===== src/rtl/serial_mul_pkg.sv =====
package serial_mul_pkg;

    typedef enum logic [1:0] {
        ST_IDLE = 2'd0,
        ST_RUN  = 2'd1,
        ST_DONE = 2'd2
    } mul_state_e;

    typedef struct packed {
        logic load;       // parallel load of operands, clear product
        logic shift_a;    // rotate multiplicand one place right
        logic sel_sum;    // adder sum feeds the upper register
        logic shift_hi;   // shift upper register right
        logic shift_b;    // advance to next multiplier bit
        logic shift_lo;   // retire one product bit into lower register
        logic clr_carry;  // clear the carry flip-flop
    } mul_ctl_t;

endpackage


===== src/rtl/serial_mul_ctrl.sv =====
module serial_mul_ctrl
    import serial_mul_pkg::*;
#(
    parameter int N = 8
) (
    input  logic     clk,
    input  logic     rst_n,
    input  logic     start,
    output mul_ctl_t ctl,
    output logic     busy,
    output logic     done
);
    localparam int CW = (N > 2) ? $clog2(N) : 1;
    localparam logic [CW-1:0] LAST = CW'(N - 1);

    mul_state_e state_q, state_d;
    logic [CW-1:0] inner_q, outer_q;
    logic inner_last, outer_last;

    assign inner_last = (inner_q == LAST);
    assign outer_last = (outer_q == LAST);

    // state register
    always_ff @(posedge clk or negedge rst_n) begin
        if (!rst_n) begin
            state_q <= ST_IDLE;
        end else begin
            state_q <= state_d;
        end
    end

    // loop counters
    always_ff @(posedge clk or negedge rst_n) begin
        if (!rst_n) begin
            inner_q <= '0;
            outer_q <= '0;
        end else if (ctl.load) begin
            inner_q <= '0;
            outer_q <= '0;
        end else if (state_q == ST_RUN) begin
            if (inner_last) begin
                inner_q <= '0;
                outer_q <= outer_q + 1'b1;
            end else begin
                inner_q <= inner_q + 1'b1;
            end
        end
    end

    // next state
    always_comb begin
        state_d = state_q;
        unique case (state_q)
            ST_IDLE: if (start) state_d = ST_RUN;
            ST_RUN:  if (inner_last && outer_last) state_d = ST_DONE;
            ST_DONE: if (start) state_d = ST_RUN;
            default: state_d = ST_IDLE;
        endcase
    end

    // outputs
    always_comb begin
        ctl  = '0;
        busy = 1'b0;
        done = 1'b0;
        unique case (state_q)
            ST_IDLE: begin
                ctl.load      = start;
                ctl.clr_carry = start;
            end
            ST_RUN: begin
                busy         = 1'b1;
                ctl.shift_a  = 1'b1;
                ctl.sel_sum  = 1'b1;
                ctl.shift_hi = 1'b1;
                if (inner_last) begin
                    ctl.shift_b   = 1'b1;
                    ctl.shift_lo  = 1'b1;
                    ctl.clr_carry = 1'b1;
                end
            end
            ST_DONE: begin
                done          = 1'b1;
                ctl.load      = start;
                ctl.clr_carry = start;
            end
            default: ;
        endcase
    end

endmodule


===== src/rtl/serial_mul_fa.sv =====
module serial_mul_fa (
    input  logic clk,
    input  logic rst_n,
    input  logic x,
    input  logic y,
    input  logic en,
    input  logic clr,
    output logic sum,
    output logic cout
);
    logic carry_q;

    assign sum  = x ^ y ^ carry_q;
    assign cout = (x & y) | (carry_q & (x ^ y));

    always_ff @(posedge clk or negedge rst_n) begin
        if (!rst_n) begin
            carry_q <= 1'b0;
        end else if (clr) begin
            carry_q <= 1'b0;
        end else if (en) begin
            carry_q <= cout;
        end
    end

endmodule


===== src/rtl/serial_mul_dp.sv =====
module serial_mul_dp
    import serial_mul_pkg::*;
#(
    parameter int N = 8
) (
    input  logic         clk,
    input  logic         rst_n,
    input  mul_ctl_t     ctl,
    input  logic [N-1:0] a_in,
    input  logic [N-1:0] b_in,
    output logic [N-1:0] hi,
    output logic [N-1:0] lo
);
    logic [N-1:0] a_q, b_q, hi_q, lo_q;
    logic gated_a, sum, cout, hi_in;

    assign gated_a = a_q[0] & b_q[0];
    assign hi_in   = ctl.sel_sum ? sum : 1'b0;

    serial_mul_fa u_fa (
        .clk   (clk),
        .rst_n (rst_n),
        .x     (gated_a),
        .y     (hi_q[0]),
        .en    (ctl.sel_sum),
        .clr   (ctl.clr_carry),
        .sum   (sum),
        .cout  (cout)
    );

    // multiplicand: circular, restored after every pass
    always_ff @(posedge clk or negedge rst_n) begin
        if (!rst_n) begin
            a_q <= '0;
        end else if (ctl.load) begin
            a_q <= a_in;
        end else if (ctl.shift_a) begin
            a_q <= {a_q[0], a_q[N-1:1]};
        end
    end

    // multiplier: next bit at position 0
    always_ff @(posedge clk or negedge rst_n) begin
        if (!rst_n) begin
            b_q <= '0;
        end else if (ctl.load) begin
            b_q <= b_in;
        end else if (ctl.shift_b) begin
            b_q <= {1'b0, b_q[N-1:1]};
        end
    end

    // upper partial product; last cycle of a pass also drops one place
    always_ff @(posedge clk or negedge rst_n) begin
        if (!rst_n) begin
            hi_q <= '0;
        end else if (ctl.load) begin
            hi_q <= '0;
        end else if (ctl.shift_lo) begin
            hi_q <= {cout, hi_in, hi_q[N-1:2]};
        end else if (ctl.shift_hi) begin
            hi_q <= {hi_in, hi_q[N-1:1]};
        end
    end

    // lower product: one finished bit per pass (lowest sum bit sits at hi_q[1])
    always_ff @(posedge clk or negedge rst_n) begin
        if (!rst_n) begin
            lo_q <= '0;
        end else if (ctl.load) begin
            lo_q <= '0;
        end else if (ctl.shift_lo) begin
            lo_q <= {hi_q[1], lo_q[N-1:1]};
        end
    end

    assign hi = hi_q;
    assign lo = lo_q;

endmodule


===== src/rtl/serial_mul.sv =====
module serial_mul
    import serial_mul_pkg::*;
#(
    parameter int N = 8
) (
    input  logic           clk,
    input  logic           rst_n,
    input  logic           start,
    input  logic [N-1:0]   a_in,
    input  logic [N-1:0]   b_in,
    output logic           busy,
    output logic           done,
    output logic [2*N-1:0] product
);
    mul_ctl_t     ctl;
    logic [N-1:0] hi, lo;

    serial_mul_ctrl #(.N(N)) u_ctrl (
        .clk   (clk),
        .rst_n (rst_n),
        .start (start),
        .ctl   (ctl),
        .busy  (busy),
        .done  (done)
    );

    serial_mul_dp #(.N(N)) u_dp (
        .clk   (clk),
        .rst_n (rst_n),
        .ctl   (ctl),
        .a_in  (a_in),
        .b_in  (b_in),
        .hi    (hi),
        .lo    (lo)
    );

    assign product = {hi, lo};

endmodule


===== config.mk =====
export PLATFORM = sky130hd
export DESIGN_NAME = serial_mul
export DESIGN_NICKNAME = d
export VERILOG_FILES = /design/src/rtl/serial_mul_pkg.sv /design/src/rtl/serial_mul_ctrl.sv /design/src/rtl/serial_mul_fa.sv /design/src/rtl/serial_mul_dp.sv /design/src/rtl/serial_mul.sv
export SDC_FILE = /design/constraint.sdc
export NUM_CORES = 1
export LEC_CHECK = 0
export ABC_CLOCK_PERIOD_IN_PS = 1400
export BUFFER_PORTS_ARGS = -buffer_cell sky130_fd_sc_hd__buf_2
export CAP_MARGIN = 40
export CORE_ASPECT_RATIO = 0.7
export CORE_UTILIZATION = 36
export DETAILED_ROUTE_END_ITERATION = 10
export MAX_ROUTING_LAYER = met4
export PLACE_DENSITY_LB_ADDON = 0.12
export SETUP_SLACK_MARGIN = 0.15
export SYNTH_ARGS = -nofsm -noshare
export SYNTH_HDL_FRONTEND = slang
export SYNTH_SLANG_ARGS = --single-unit

===== constraint.sdc =====
create_clock -name clk -period 1.4 [get_ports clk]
set_input_delay 0 -clock clk [delete_from_list [all_inputs] [get_ports clk]]
set_output_delay 0 -clock clk [all_outputs]
set_load 0.1 [all_outputs]

==> results.md <==
- Status: complete, but fails checks
- Failing checks: negative setup slack
- # IOs: 37
- DIE AREA: approximately 5600 sq um
- Total iterations of the first detailed-routing run: 4
- Critical path's top delay family: flip-flops
- Synthesized Nets: approximately 210
- H-Tree Depth: 2
- Via Count: 1658
- Area contributors post-synth: dfrtp_1, nand2_1, nand3_1
- Post-synth top area share: between 50 and 60%
- Clock slew at reported path FFs: roughly 0.08 ns
- Min-delay worst type: input pin to flip-flop
- Post-route setup slack: -0.00347 ns
- Crit Path Class: flip-flop to flip-flop
- CP dominant cell by count: ha_4
- Initial Utilization: 38.7%
- Clock skew: approximately 0.0043 ns
- Initial antenna violation count: 0
- Clock Latency Late Sink: 0.29 ns
- TritonCTS clock tree: yes
- Crit path cell chain: ha_4, ha_4, and3b_2, buf_6, nand2_1, a21oi_2
- GP Congestion: about 0.72
- Ant. Diodes: 0
- Gr usage total: a little under a fifth
- Critical path buffers and inverters: 1
- Synth area leader: dfrtp_1
- DRC viols: 0
- Least-Margin Pin Slew: about 0.68 ns
- Async S/R FF share, synth: 100%
- Routed length per instance: between 10 and 15 um
- Dpl hpwl: between 2 and 3 mm
- Min Tclk post-route: roughly 1.4 ns
- Number of buffers created by CTS: 5
- Synth cell types: 25
- CP Max Fanout: 7
- Synth Cell Area: 1900 sq um
- Syn. warnings: 0
- Seq cells post-synth: around 40
- Die span in x: 88.8 um
- Slew Viols, Final: 0
- Number of synthesized flops with an enable pin: 0
- Core Area: between 4000 and 5000 sq um
- CP startpoint kind: flip-flop
- CTS sink count: 41
- Accumulated negative setup slack: -0.00567 ns
- WP data arrival: about 1.6 ns
- Via density per instance: 4.98
- Placed insts: 296
- Max Cap Viol: 0
- Unrepaired setup endpoints after global routing: true
- Largest net degree at the start of global routing: 32
- Count leader, synth: nand2_1
- Overflow after GRT: 0
- Port bufs: 36
- Initial DRC count: 63
- Final WL: between 4 and 5 mm
- Root Driver: clkbuf_8
- Crit path capture type: flip-flop
- Worst hold slack: 0.0248 ns
- Final Hold Fails: 0
- Synth top cells by count: nand2_1, dfrtp_1, nand3_1
- Max-slew headroom: a little over half
- CTS max path bufs: 2
- Std cell rows: 21
- Number of routed nets with antenna violations: 0
- Post-synthesis sequential area ratio: between 50% and 60%
- Max Clk Rate: between 0.7 and 0.8 GHz
- CP peak stage delay: ~0.41 ns
- Avg Cell Area, Syn: between 10 and 15 sq um
- Fillers: 426
- Pre-CTS WS: -0.0141 ns
- Die Ht: between 60 and 70 um
- Final std cells w/o fill: 333
- Period utilization: 100%
- Fin nets: between 200 and 300
- First-pass GRT wire length: about 7.6 mm
- Primary FF master, synth: dfrtp_1
- Final setup violation count: 2
- Post-Syn Instances: ~190
- Slowest cell on the critical path: dfrtp_1
- WP data required: between 1.5 and 2 ns
- Share of cells above drive strength 1: a little under half
- Area growth from synthesis to layout: 49.1%
- Vias in the first global route: around 1600
==> cells by family after synthesis <==
group | synth area share [%]
simple gates | 19.4
flops | 54.0
compound gates | 12.6
buf+inv | 6.06
mux | 3.69
fa+ha+maj | 4.35
==> sequential cells by signal, summed over array words and instances, names as in the netlist <==
register	cells
u_dp.hi	8
u_dp.u_fa.carry_q	1
u_dp.b_q	8
u_ctrl.state_q	2
u_ctrl.inner_q	3
u_dp.lo	8
u_ctrl.outer_q	3
u_dp.a_q	8
==> per-stage QoR <==
step	area (sq um)	utilization, %
2_1_floorplan	1960	-
3_3_place_gp	2290	46.7
3_5_place_dp	2290	46.7
4_1_cts	2670	54.3
5_1_grt	2830	57.7
6_report	2830	57.7
==> metal layers <==
metal  vias to the layer above  share of wire (%)  track usage, %
met1                       829                 48            24.3
met4                         0               0.83            4.84
met3                         5                2.7            3.96
li1                        794                  -               -
met2                        30                 49            28.2
met5                         -                  0               -
==> timing repair <==
action,CTS,global route
buffers inserted,6,6
hold endpoints to repair,45,0
gates resized for setup,17,27
hold buffers,17,0
gates cloned,0,0
setup endpoints to repair,31,40
pin swaps,13,15
==> worst paths after layout <==
path	cells after the start	endpoint	from	slack, ns
max in group asynchronous	3	u_dp.lo[4]	rst_n	0.55
worst max-delay path	6	u_dp.lo[6]	u_ctrl.inner_q[1]	-0.003
worst min-delay path	3	u_ctrl.state_q[1]	start	0.02
worst min register to register	2	u_dp.b_q[4]	u_dp.b_q[5]	0.50
min in group asynchronous	2	u_dp.a_q[6]	rst_n	0.28
worst max register to register	6	u_dp.lo[6]	u_ctrl.inner_q[1]	-0.003
==> placed cells by master (no fill, tap or decap), drive strengths merged, types with 4 or more instances in the layout <==
| cell | instances |
|---|---|
| buf | 66 |
| nand2 | 44 |
| dfrtp | 41 |
| nand3 | 25 |
| dlygate4sd3 | 17 |
| a21oi | 11 |
| a22oi | 9 |
| clkbuf | 8 |
| mux2i | 7 |
| o2bb2ai | 7 |
| ha | 5 |
| a22o | 4 |
| inv | 4 |
==> area by class of cell <==
class                      instances  area (sq um)  share of cell area, %
sequential                        41          1040                   36.6
multi-input combinational        128           936                   33.0
timing repair buffer              83           666                   23.5
clock buffer                       8          90.1                   3.18
tap                               69          86.3                   3.05
inverter                           4          20.0                  0.706
==> worst min-delay path: cells and delay by family <==
kind / cells / cell delay, ns
AO/OA/AOI/OAI: 1 / 0.12
buffers and inverters: 2 / 0.15
Power is left out: the tool's default activity adds up to more than one toggle a clock period on the data nets, which glitch-free logic cannot reach.
